File: src/rtl/mdio45_pkg.sv
package mdio45_pkg;

  typedef enum logic [1:0] {
    SEQ_IDLE = 2'd0,
    SEQ_ADDR = 2'd1,
    SEQ_DATA = 2'd2
  } seq_state_e;

  // register byte offsets
  localparam int OFS_MGMT  = 0;
  localparam int OFS_RNUM  = 8;

  // command register field positions
  localparam int DATA_LSB  = 0;
  localparam int PHY_LSB   = 16;
  localparam int DEV_LSB   = 21;
  localparam int CODE_LSB  = 26;
  localparam int VALID_BIT = 29;
  localparam int BUSY_BIT  = 30;

  // command codes
  localparam logic [2:0] CODE_WRITE = 3'd5;
  localparam logic [2:0] CODE_READ  = 3'd7;

  // frame constants
  localparam logic [1:0] FR_START   = 2'b00;
  localparam logic [1:0] FR_OP_ADDR = 2'b00;
  localparam logic [1:0] FR_OP_WR   = 2'b01;
  localparam logic [1:0] FR_OP_RD   = 2'b11;
  localparam logic [1:0] FR_TURN    = 2'b10;
  localparam int         BODY_BITS  = 32;

  // frame body after the preamble
  function automatic logic [BODY_BITS-1:0] mk_body(input logic [1:0]  op,
                                                   input logic [4:0]  phy,
                                                   input logic [4:0]  dev,
                                                   input logic [15:0] payload);
    return {FR_START, op, phy, dev, FR_TURN, payload};
  endfunction

endpackage

File: src/rtl/mdio45_clkgen.sv
module mdio45_clkgen #(
  parameter int MDC_HALF = 25
) (
  input  logic clk,
  input  logic rst_n,
  input  logic run,
  output logic mdc,
  output logic tick_rise,
  output logic tick_end
);

  localparam int PERIOD = 2 * MDC_HALF;
  localparam int CNT_W  = (PERIOD > 2) ? $clog2(PERIOD) : 1;
  localparam logic [CNT_W-1:0] CNT_LAST = CNT_W'(PERIOD - 1);
  localparam logic [CNT_W-1:0] CNT_HALF = CNT_W'(MDC_HALF);

  logic [CNT_W-1:0] cnt_q, cnt_n;
  logic             mdc_q, mdc_n;

  // a bit cell starts at cnt 0 (MDC low) and MDC is high from CNT_HALF on
  assign tick_rise = run && (cnt_q == CNT_HALF);
  assign tick_end  = run && (cnt_q == CNT_LAST);

  always_comb begin
    if (!run) begin
      cnt_n = '0;
    end else if (cnt_q == CNT_LAST) begin
      cnt_n = '0;
    end else begin
      cnt_n = cnt_q + 1'b1;
    end
    mdc_n = run && (cnt_n >= CNT_HALF);
  end

  always_ff @(posedge clk or negedge rst_n) begin
    if (!rst_n) begin
      cnt_q <= '0;
      mdc_q <= 1'b0;
    end else begin
      cnt_q <= cnt_n;
      mdc_q <= mdc_n;
    end
  end

  assign mdc = mdc_q;

endmodule

File: src/rtl/mdio45_shift.sv
module mdio45_shift #(
  parameter int FRAME_W = 64
) (
  input  logic               clk,
  input  logic               rst_n,
  input  logic               start,
  input  logic [FRAME_W-1:0] frame_in,
  input  logic               is_read,
  input  logic               tick_rise,
  input  logic               tick_end,
  input  logic               mdio_in,
  output logic               active,
  output logic               mdio_out,
  output logic               mdio_oe,
  output logic               done,
  output logic [15:0]        rx_data,
  output logic               ta_ok
);

  localparam int IDX_W = $clog2(FRAME_W);
  localparam logic [IDX_W-1:0] IDX_TURN  = IDX_W'(FRAME_W - 18);
  localparam logic [IDX_W-1:0] IDX_TURN2 = IDX_W'(FRAME_W - 17);
  localparam logic [IDX_W-1:0] IDX_DATA  = IDX_W'(FRAME_W - 16);
  localparam logic [IDX_W-1:0] IDX_LAST  = IDX_W'(FRAME_W - 1);

  logic [FRAME_W-1:0] sh_q, sh_n;
  logic [IDX_W-1:0]   idx_q, idx_n;
  logic               act_q, act_n;
  logic               rd_q, rd_n;
  logic [15:0]        rx_q, rx_n;
  logic               ta_q, ta_n;
  logic               smp_en, adv_en;

  assign done   = act_q && tick_end && (idx_q == IDX_LAST);
  assign smp_en = act_q && rd_q && tick_rise;
  assign adv_en = act_q && tick_end;

  always_comb begin
    sh_n  = sh_q;
    idx_n = idx_q;
    act_n = act_q;
    rd_n  = rd_q;
    rx_n  = rx_q;
    ta_n  = ta_q;
    if (start) begin
      sh_n  = frame_in;
      idx_n = '0;
      act_n = 1'b1;
      rd_n  = is_read;
      ta_n  = 1'b0;
    end else begin
      if (smp_en) begin
        if (idx_q == IDX_TURN2) begin
          ta_n = ~mdio_in;
        end
        if (idx_q >= IDX_DATA) begin
          rx_n = {rx_q[14:0], mdio_in};
        end
      end
      if (adv_en) begin
        sh_n  = {sh_q[FRAME_W-2:0], 1'b0};
        idx_n = idx_q + 1'b1;
        if (done) begin
          act_n = 1'b0;
        end
      end
    end
  end

  always_ff @(posedge clk or negedge rst_n) begin
    if (!rst_n) begin
      sh_q  <= '0;
      idx_q <= '0;
      act_q <= 1'b0;
      rd_q  <= 1'b0;
      rx_q  <= '0;
      ta_q  <= 1'b0;
    end else begin
      sh_q  <= sh_n;
      idx_q <= idx_n;
      act_q <= act_n;
      rd_q  <= rd_n;
      rx_q  <= rx_n;
      ta_q  <= ta_n;
    end
  end

  assign active   = act_q;
  assign mdio_out = act_q & sh_q[FRAME_W-1];
  assign mdio_oe  = act_q && !(rd_q && (idx_q >= IDX_TURN));
  assign rx_data  = rx_q;
  assign ta_ok    = ta_q;

endmodule

File: src/rtl/mdio45_ctrl.sv
module mdio45_ctrl
  import mdio45_pkg::*;
#(
  parameter int ADDR_W  = 4,
  parameter int PRE_LEN = 32
) (
  input  logic                      clk,
  input  logic                      rst_n,
  input  logic                      reg_wr,
  input  logic [ADDR_W-1:0]         reg_addr,
  input  logic [31:0]               reg_wdata,
  output logic [31:0]               reg_rdata,
  output logic                      frame_start,
  output logic [PRE_LEN+BODY_BITS-1:0] frame_word,
  output logic                      frame_is_read,
  input  logic                      frame_done,
  input  logic [15:0]               rx_data,
  input  logic                      ta_ok,
  output logic                      busy,
  output logic                      valid,
  output logic [15:0]               rnum
);

  seq_state_e  state_q, state_n;
  logic [15:0] rnum_q, rnum_n;
  logic [15:0] data_q, data_n;
  logic [4:0]  phy_q, phy_n;
  logic [4:0]  dev_q, dev_n;
  logic [2:0]  code_q, code_n;
  logic        valid_q, valid_n;
  logic        start_q, start_n;

  logic        hit_mgmt, hit_rnum, idle, code_ok;
  logic        cmd_take, rnum_take;
  logic [2:0]  cmd_code;
  logic [BODY_BITS-1:0] body;
  logic        unused_wdata;

  assign unused_wdata = ^reg_wdata[31:29];

  assign idle      = (state_q == SEQ_IDLE);
  assign hit_mgmt  = reg_wr && (reg_addr == ADDR_W'(OFS_MGMT));
  assign hit_rnum  = reg_wr && (reg_addr == ADDR_W'(OFS_RNUM));
  assign cmd_code  = reg_wdata[CODE_LSB +: 3];
  assign code_ok   = (cmd_code == CODE_WRITE) || (cmd_code == CODE_READ);
  assign cmd_take  = idle && hit_mgmt && code_ok;
  assign rnum_take = idle && hit_rnum;

  always_comb begin
    state_n = state_q;
    rnum_n  = rnum_q;
    data_n  = data_q;
    phy_n   = phy_q;
    dev_n   = dev_q;
    code_n  = code_q;
    valid_n = valid_q;
    start_n = 1'b0;
    unique case (state_q)
      SEQ_IDLE: begin
        if (rnum_take) begin
          rnum_n = reg_wdata[15:0];
        end
        if (cmd_take) begin
          data_n  = reg_wdata[DATA_LSB +: 16];
          phy_n   = reg_wdata[PHY_LSB +: 5];
          dev_n   = reg_wdata[DEV_LSB +: 5];
          code_n  = cmd_code;
          valid_n = 1'b0;
          state_n = SEQ_ADDR;
          start_n = 1'b1;
        end
      end
      SEQ_ADDR: begin
        if (frame_done) begin
          state_n = SEQ_DATA;
          start_n = 1'b1;
        end
      end
      SEQ_DATA: begin
        if (frame_done) begin
          state_n = SEQ_IDLE;
          if (code_q == CODE_READ) begin
            data_n  = rx_data;
            valid_n = ta_ok;
          end
        end
      end
      default: state_n = SEQ_IDLE;
    endcase
  end

  always_ff @(posedge clk or negedge rst_n) begin
    if (!rst_n) begin
      state_q <= SEQ_IDLE;
      rnum_q  <= '0;
      data_q  <= '0;
      phy_q   <= '0;
      dev_q   <= '0;
      code_q  <= '0;
      valid_q <= 1'b0;
      start_q <= 1'b0;
    end else begin
      state_q <= state_n;
      rnum_q  <= rnum_n;
      data_q  <= data_n;
      phy_q   <= phy_n;
      dev_q   <= dev_n;
      code_q  <= code_n;
      valid_q <= valid_n;
      start_q <= start_n;
    end
  end

  // frame word selected by the phase; held stable while the shifter loads it
  always_comb begin
    if (state_q == SEQ_DATA) begin
      body = mk_body((code_q == CODE_READ) ? FR_OP_RD : FR_OP_WR, phy_q, dev_q, data_q);
    end else begin
      body = mk_body(FR_OP_ADDR, phy_q, dev_q, rnum_q);
    end
  end

  assign frame_word    = {{PRE_LEN{1'b1}}, body};
  assign frame_is_read = (state_q == SEQ_DATA) && (code_q == CODE_READ);
  assign frame_start   = start_q;

  always_comb begin
    if (reg_addr == ADDR_W'(OFS_MGMT)) begin
      reg_rdata = {1'b0, !idle, valid_q, code_q, dev_q, phy_q, data_q};
    end else if (reg_addr == ADDR_W'(OFS_RNUM)) begin
      reg_rdata = {16'h0000, rnum_q};
    end else begin
      reg_rdata = '0;
    end
  end

  assign busy  = !idle;
  assign valid = valid_q;
  assign rnum  = rnum_q;

endmodule

File: src/rtl/mdio45_master.sv
module mdio45_master #(
  parameter int MDC_HALF = 25,
  parameter int ADDR_W   = 4,
  parameter int PRE_LEN  = 32
) (
  input  logic              clk,
  input  logic              rst_n,
  input  logic              reg_wr,
  input  logic [ADDR_W-1:0] reg_addr,
  input  logic [31:0]       reg_wdata,
  output logic [31:0]       reg_rdata,
  output logic              mdc,
  output logic              mdio_out,
  output logic              mdio_oe,
  input  logic              mdio_in
);

  localparam int FRAME_W = PRE_LEN + mdio45_pkg::BODY_BITS;

  logic               rst_meta, rst_sync_n;
  logic               frame_start, frame_is_read, frame_done;
  logic [FRAME_W-1:0] frame_word;
  logic [15:0]        rx_data;
  logic               ta_ok;
  logic               link_active, tick_rise, tick_end;
  logic               seq_busy, seq_valid;
  logic [15:0]        seq_rnum;

  // asynchronous assert, synchronous release
  always_ff @(posedge clk or negedge rst_n) begin
    if (!rst_n) begin
      rst_meta   <= 1'b0;
      rst_sync_n <= 1'b0;
    end else begin
      rst_meta   <= 1'b1;
      rst_sync_n <= rst_meta;
    end
  end

  mdio45_ctrl #(
    .ADDR_W  (ADDR_W),
    .PRE_LEN (PRE_LEN)
  ) u_ctrl (
    .clk           (clk),
    .rst_n         (rst_sync_n),
    .reg_wr        (reg_wr),
    .reg_addr      (reg_addr),
    .reg_wdata     (reg_wdata),
    .reg_rdata     (reg_rdata),
    .frame_start   (frame_start),
    .frame_word    (frame_word),
    .frame_is_read (frame_is_read),
    .frame_done    (frame_done),
    .rx_data       (rx_data),
    .ta_ok         (ta_ok),
    .busy          (seq_busy),
    .valid         (seq_valid),
    .rnum          (seq_rnum)
  );

  mdio45_shift #(
    .FRAME_W (FRAME_W)
  ) u_shift (
    .clk       (clk),
    .rst_n     (rst_sync_n),
    .start     (frame_start),
    .frame_in  (frame_word),
    .is_read   (frame_is_read),
    .tick_rise (tick_rise),
    .tick_end  (tick_end),
    .mdio_in   (mdio_in),
    .active    (link_active),
    .mdio_out  (mdio_out),
    .mdio_oe   (mdio_oe),
    .done      (frame_done),
    .rx_data   (rx_data),
    .ta_ok     (ta_ok)
  );

  mdio45_clkgen #(
    .MDC_HALF (MDC_HALF)
  ) u_clkgen (
    .clk       (clk),
    .rst_n     (rst_sync_n),
    .run       (link_active),
    .mdc       (mdc),
    .tick_rise (tick_rise),
    .tick_end  (tick_end)
  );

endmodule

File: config.mk
export PLATFORM = sky130hd
export DESIGN_NAME = mdio45_master
export DESIGN_NICKNAME = d
export VERILOG_FILES = /design/src/rtl/mdio45_pkg.sv /design/src/rtl/mdio45_clkgen.sv /design/src/rtl/mdio45_shift.sv /design/src/rtl/mdio45_ctrl.sv /design/src/rtl/mdio45_master.sv
export SDC_FILE = /design/constraint.sdc
export NUM_CORES = 1
export LEC_CHECK = 0
export BUFFER_PORTS_ARGS = -buffer_cell sky130_fd_sc_hd__buf_4
export CORE_ASPECT_RATIO = 0.5
export CORE_MARGIN = 5
export CORE_UTILIZATION = 60
export CTS_CLUSTER_SIZE = 12
export DETAILED_ROUTE_END_ITERATION = 7
export GPL_ROUTABILITY_DRIVEN = 0
export GPL_TIMING_DRIVEN = 0
export HOLD_SLACK_MARGIN = 0.05
export PLACE_DENSITY = 0.85
export SKIP_CTS_REPAIR_TIMING = 1
export SYNTH_ARGS = -nofsm -noshare
export SYNTH_HDL_FRONTEND = slang
export SYNTH_SLANG_ARGS = --single-unit
File: constraint.sdc
create_clock -name clk -period 13.7 [get_ports clk]
set_input_delay 1.37 -clock clk [delete_from_list [all_inputs] [get_ports clk]]
set_output_delay 1.37 -clock clk [all_outputs]
set_load 0.02 [all_outputs]
## Word level (Yosys, flattened, before mapping)

Cells that the tools add are included.

| storage, ports and cells | value |
|---|---|
| register bits | 147 |
| output and inout port bits | 35 |

| cells by class | value |
|---|---|
| add/sub/neg operators | 2 |
| order comparisons | 3 |
| equality and inequality tests | 14 |
| multiplexer cells | 31 |
| bitwise gates (word level) | 3 |
| reductions and logical operators | 32 |

Operators with widths:

| kind | count |
|---|---|
| 2-to-1 mux 64 bit | 2 |
| 2-to-1 mux 16 bit | 4 |
| 2-to-1 mux 32 bit | 1 |
| case mux 16 bit (2 select lines) | 1 |
| 2-to-1 mux 30 bit | 1 |
| 2-to-1 mux 6 bit | 4 |
| == test 6 bit, second input constant | 3 |
| logical AND 1 bit | 15 |
| adder 6 x 1 -> 6 bit, second input constant | 2 |
| greater-or-equal comparator 6 bit, second input constant | 2 |
| 2-to-1 mux 1 bit | 11 |
| nonzero test 2 bit | 5 |
| == test 3 bit, second input constant | 3 |
| 2-to-1 mux 2 bit | 4 |
| AND reduction 2 bit | 4 |
| == test 6 x 5 -> 1 bit, second input constant | 1 |
| greater-or-equal comparator 6 x 5 -> 1 bit, second input constant | 1 |
| != test 2 bit, second input constant | 3 |
| case mux 2 bit (3 select lines) | 1 |
| AND reduction 3 bit | 2 |
| == test 4 bit, second input constant | 1 |
| zero test 4 bit | 1 |
| case mux 1 bit (2 select lines) | 2 |
| AND reduction 4 bit | 1 |
| 8 further kinds | 10 |

## Longest topological paths before layout

| depth | value |
|---|---|
| depth after elaboration | 7 |
| gate-level depth with buffers | 8 |
| mapped depth without buffers | 6 |

## Modules after synthesis

Synthesis repeated with hierarchy kept, for this count alone.

| unflattened totals | value |
|---|---|
| cell total of the unflattened synthesis | 629 |
| area, all modules | 7333.3 um^2 |

Modules (own cells, without submodules):

| module | instances | cells an instance | area an instance (um^2) |
|---|---|---|---|
| mdio45_shift | 1 | 360 | 4005.1 |
| mdio45_ctrl | 1 | 229 | 2871.5 |
| mdio45_clkgen | 1 | 37 | 402.9 |
| mdio45_master | 1 | 3 | 53.8 |

## Worst setup path after synthesis

OpenSTA, ideal clock, no wires.

| path | value |
|---|---|
| kind | in2out |
| from | input reg_addr[2] |
| to | output reg_rdata[10] |
| arrival | 2483 ps |
| data required time | 12330 ps |
| slack | 9847 ps |
| stages on the path | 3 |
| path buffers | 1 |
| cells stage by stage | nor4b_2 clkbuf_1 a22o_1 |

| between the ends | value |
|---|---|
| word-level cells in the longest chain between the ends | 3 |

Ends and longest elaborated chain:

| element | line | RTL |
|---|---|---|
| start, declared | mdio45_master.sv:9 | `input logic [ADDR_W-1:0] reg_addr,` |
| == test 4 bit | mdio45_ctrl.sv:130 | `end else if (reg_addr == ADDR_W'(OFS_RNUM)) begin` |
| 2-to-1 mux 16 bit | mdio45_ctrl.sv:130 |  |
| 2-to-1 mux 32 bit * | mdio45_ctrl.sv:128 | `if (reg_addr == ADDR_W'(OFS_MGMT)) begin` |
| end, declared | mdio45_master.sv:11 | `output logic [31:0] reg_rdata,` |

Mark *: on every way between the ends. The rest lies on a longest branch, timed or not.

## Final worst setup path

Ends and elaborated chain as after synthesis.

==> results by group <==
Worst setup path
  • CP max stage delay: 0.79 ns
  • WS Path Type: in -> out
  • Critical path's slowest cell: nor4b_2
  • Crit. End Element: output port
  • Startpoint Class: input pin
  • Worst-path cell chain: buf_4, nor4b_2, clkbuf_1, a22o_1, buf_4
  • Worst EP required: 12.33 ns
  • Crit path DAT: 3.25 ns
  • Crit Path Max Fanout: 10
  • Critical path's most frequent cell: buf_4

Synth
  • Syn nets: 671
  • Ys async rst share: 1.00
  • Ys flop type: dfrtp_1
  • Synthesized cell area: 0.00693 mm2
  • Cell with the most instances after synthesis: dfrtp_1
  • Ranking of synthesized cells by area: dfrtp_1 53%, mux2_2 8.0%, nand2_1 5.9%
  • Commonest cells post-synth: 147 x dfrtp_1, 109 x nand2_1, 49 x mux2_2
  • Sequential share of the synthesized area: 0.531
  • Syn avg cell area: 11.0 um2
  • Number of synthesized flops with an enable pin: 0
  • Share of the synthesized area in the top cell type: 0.531
  • Yosys warning total: 0
  • Yosys reg bits: 147
  • Synthesized instance count: 627
  • Cell taking the most area after synthesis: dfrtp_1
  • Library cells used by synthesis: 51

Layout
  • # nets final: 762
  • Final instance area: 0.00831 mm2
  • Ant. Diodes: 0
  • Layout Area Growth over Synthesis: 19.9%
  • Layout cells sized above 1: 0.257

Clock network
  • CTS tree: done
  • Clk sinks: 147
  • Worst skew pair latency: 0.42 ns
  • CTS H-tree lvls: 4
  • Clock buffer depth: 2
  • Worst-path clk slew: 0.06 ns
  • Cts bufs inserted: 17
  • Root buf cell: clkbuf_16

GRT
  • Vias in the first global route: 5444
  • First-pass GRT wire length: 28.9 mm
  • Initial antenna violation count: 0
  • Global route overflow: 0
  • Total GRT Usage: 0.264
  • Largest net degree at the start of global routing: 56

Placed design
  • Place WS: 9.15 ns
  • Detail Placement HPWL: 11.2 mm
  • Placed cell area: 0.00769 mm2
  • PortBufs: 70

Floorplan
  • DIE AREA: 0.0139 mm2
  • Placement Rows: 27
  • Vert. Die Dim: 86.0 um
  • Core footprint: 0.0111 mm2
  • Die Wd: 162 um
  • Starting Density: 0.621
  • I/O Pins: 75

Pwr
  • Pwr Density: 114 mW/mm2
  • Lkg Pwr: 0.00380 uW
  • Peak supply drop: 0.0797 mV

Timing
  • Tightest Pin Transition: 1.25 ns
  • Final Setup Violations: 0
  • Final min period: 4.62 ns
  • Fmax: 216 MHz
  • Worst rel slew slack: 0.157
  • Hold Fails Final Rpt: 0
  • Worst Skew: 0.00732 ns
  • Final WS setup: 9.08 ns
  • Final period utilization: 0.338
  • Setup TNS: 0 ns
  • Fin. max-slew vios: 0
  • RSZ-0062 raised after global routing: false
  • Hold WS: 0.365 ns

Outcome
  • Outcome: finished, final reports clean

Drt
  • Post-DR wirelength/cell: 19.6 um
  • Vias: 5272
  • Wirelength, routed: 17.2 mm
  • Initial DRC Count: 489
  • Detail Route Antenna Nets: 0
  • DR DRC count: 0
  • Drt first pass iters: 5
  • Post-DR vias/cell: 6.02

Worst hold path
  • Min-Delay Path Class: reg -> reg

Job
  • Max-cap violations: 0
[per-stage QoR]
step,util,power (uW),cells
floorplan,-,456,627
global placement,0.685,469,842
detailed placement,0.689,471,844
CTS,0.745,954,876
global route,0.745,980,876
finish,0.745,951,876
[per-layer routing]
metal	track usage	vias to the layer above	wire length (um)
li1	-	2379	-
met4	0.0959	0	325
met5	0	-	0
met1	0.377	2645	7720
met2	0.403	218	7960
met3	0.0581	30	1170
[cells by family (layout without fill, tap and decap cells)]
logic type      Yosys count  count (layout)  synth area share
simple gates            223             223             0.166
flops                   147             147             0.531
compound gates           99              99             0.104
mux                      86              86             0.140
buf+inv                  56             160            0.0377
xor+xnor                 10              10            0.0126
fa+ha+maj                 4               4           0.00722
other cells               2               2           0.00108
[report_power, final]
| group | internal, uW | total, uW | switching (uW) |
|---|---|---|---|
| registers | 436 | 440 | 3.92 |
| clock network | 294 | 487 | 194 |
| logic | 11.6 | 23.5 | 12.0 |
[cells in the final DEF (no fill, tap or decap), types with 3 or more instances in the layout]
cell,Yosys,routed
a21oi_1,7,7
a22o_1,16,16
a32oi_1,6,6
a41oi_1,10,10
and2_1,26,26
and3_1,8,8
buf_2,10,10
buf_4,2,72
bufinv_16,0,3
clkbuf_1,31,31
clkbuf_16,0,17
clkinv_4,0,3
clkinvlp_4,0,3
dfrtp_1,147,146
ha_1,4,4
inv_1,8,8
mux2_2,49,49
mux2_4,10,10
mux2i_1,27,27
nand2_1,109,109
nand2b_1,4,4
nand3_1,6,6
nand3b_1,34,34
nor2_1,16,16
nor2b_1,3,3
nor4_1,4,3
o21ai_0,30,30
o2bb2ai_1,17,17
or2_2,3,3
xnor2_1,8,8
[final timing paths]
path | start | end | slack, ns | cells after the start
worst min-delay path | rst_meta | rst_sync_n | 0.36 | 0
worst max-delay path | reg_addr[2] | reg_rdata[10] | 9.08 | 5
min in group asynchronous | rst_sync_n | u_shift.rx_data[3] | 0.37 | 0
worst min register to register | rst_meta | rst_sync_n | 0.36 | 0
max in group asynchronous | rst_sync_n | u_ctrl.rnum[15] | 12.63 | 1
worst max register to register | u_clkgen.cnt_q[3] | u_ctrl.data_q[5] | 10.83 | 6
[worst max-delay path, delay by kind of cell]
kind	cells	cell delay [ns]
simple gates	1	0.79
compound gates	1	0.26
buf+inv	3	0.83
[final cells by class]
cell class / count / area [um2]
tap: 145 / 181
clock buffer: 18 / 439
fill: 700 / 2840
sequential: 147 / 3680
timing repair buffer: 72 / 573
buffer: 48 / 231
clock inverter: 14 / 178
inverter: 8 / 30.0
multi-input combinational: 424 / 2990
[sequential cells by signal, indices dropped and copies added, names as in the netlist]
name and cells:
u_shift.sh_q 64, u_ctrl.data_q 16, u_ctrl.rnum 16, u_shift.rx_data 16, u_clkgen.cnt_q 6, u_shift.idx_q 6
u_ctrl.dev_q 5, u_ctrl.phy_q 5, u_ctrl.code_q 3, u_ctrl.state_q 2, rst_meta 1, rst_sync_n 1
u_clkgen.mdc 1, u_ctrl.frame_start 1, u_ctrl.valid 1, u_shift.active 1, u_shift.rd_q 1, u_shift.ta_ok 1
No activity file was read; power rests on OpenSTA's default activity.
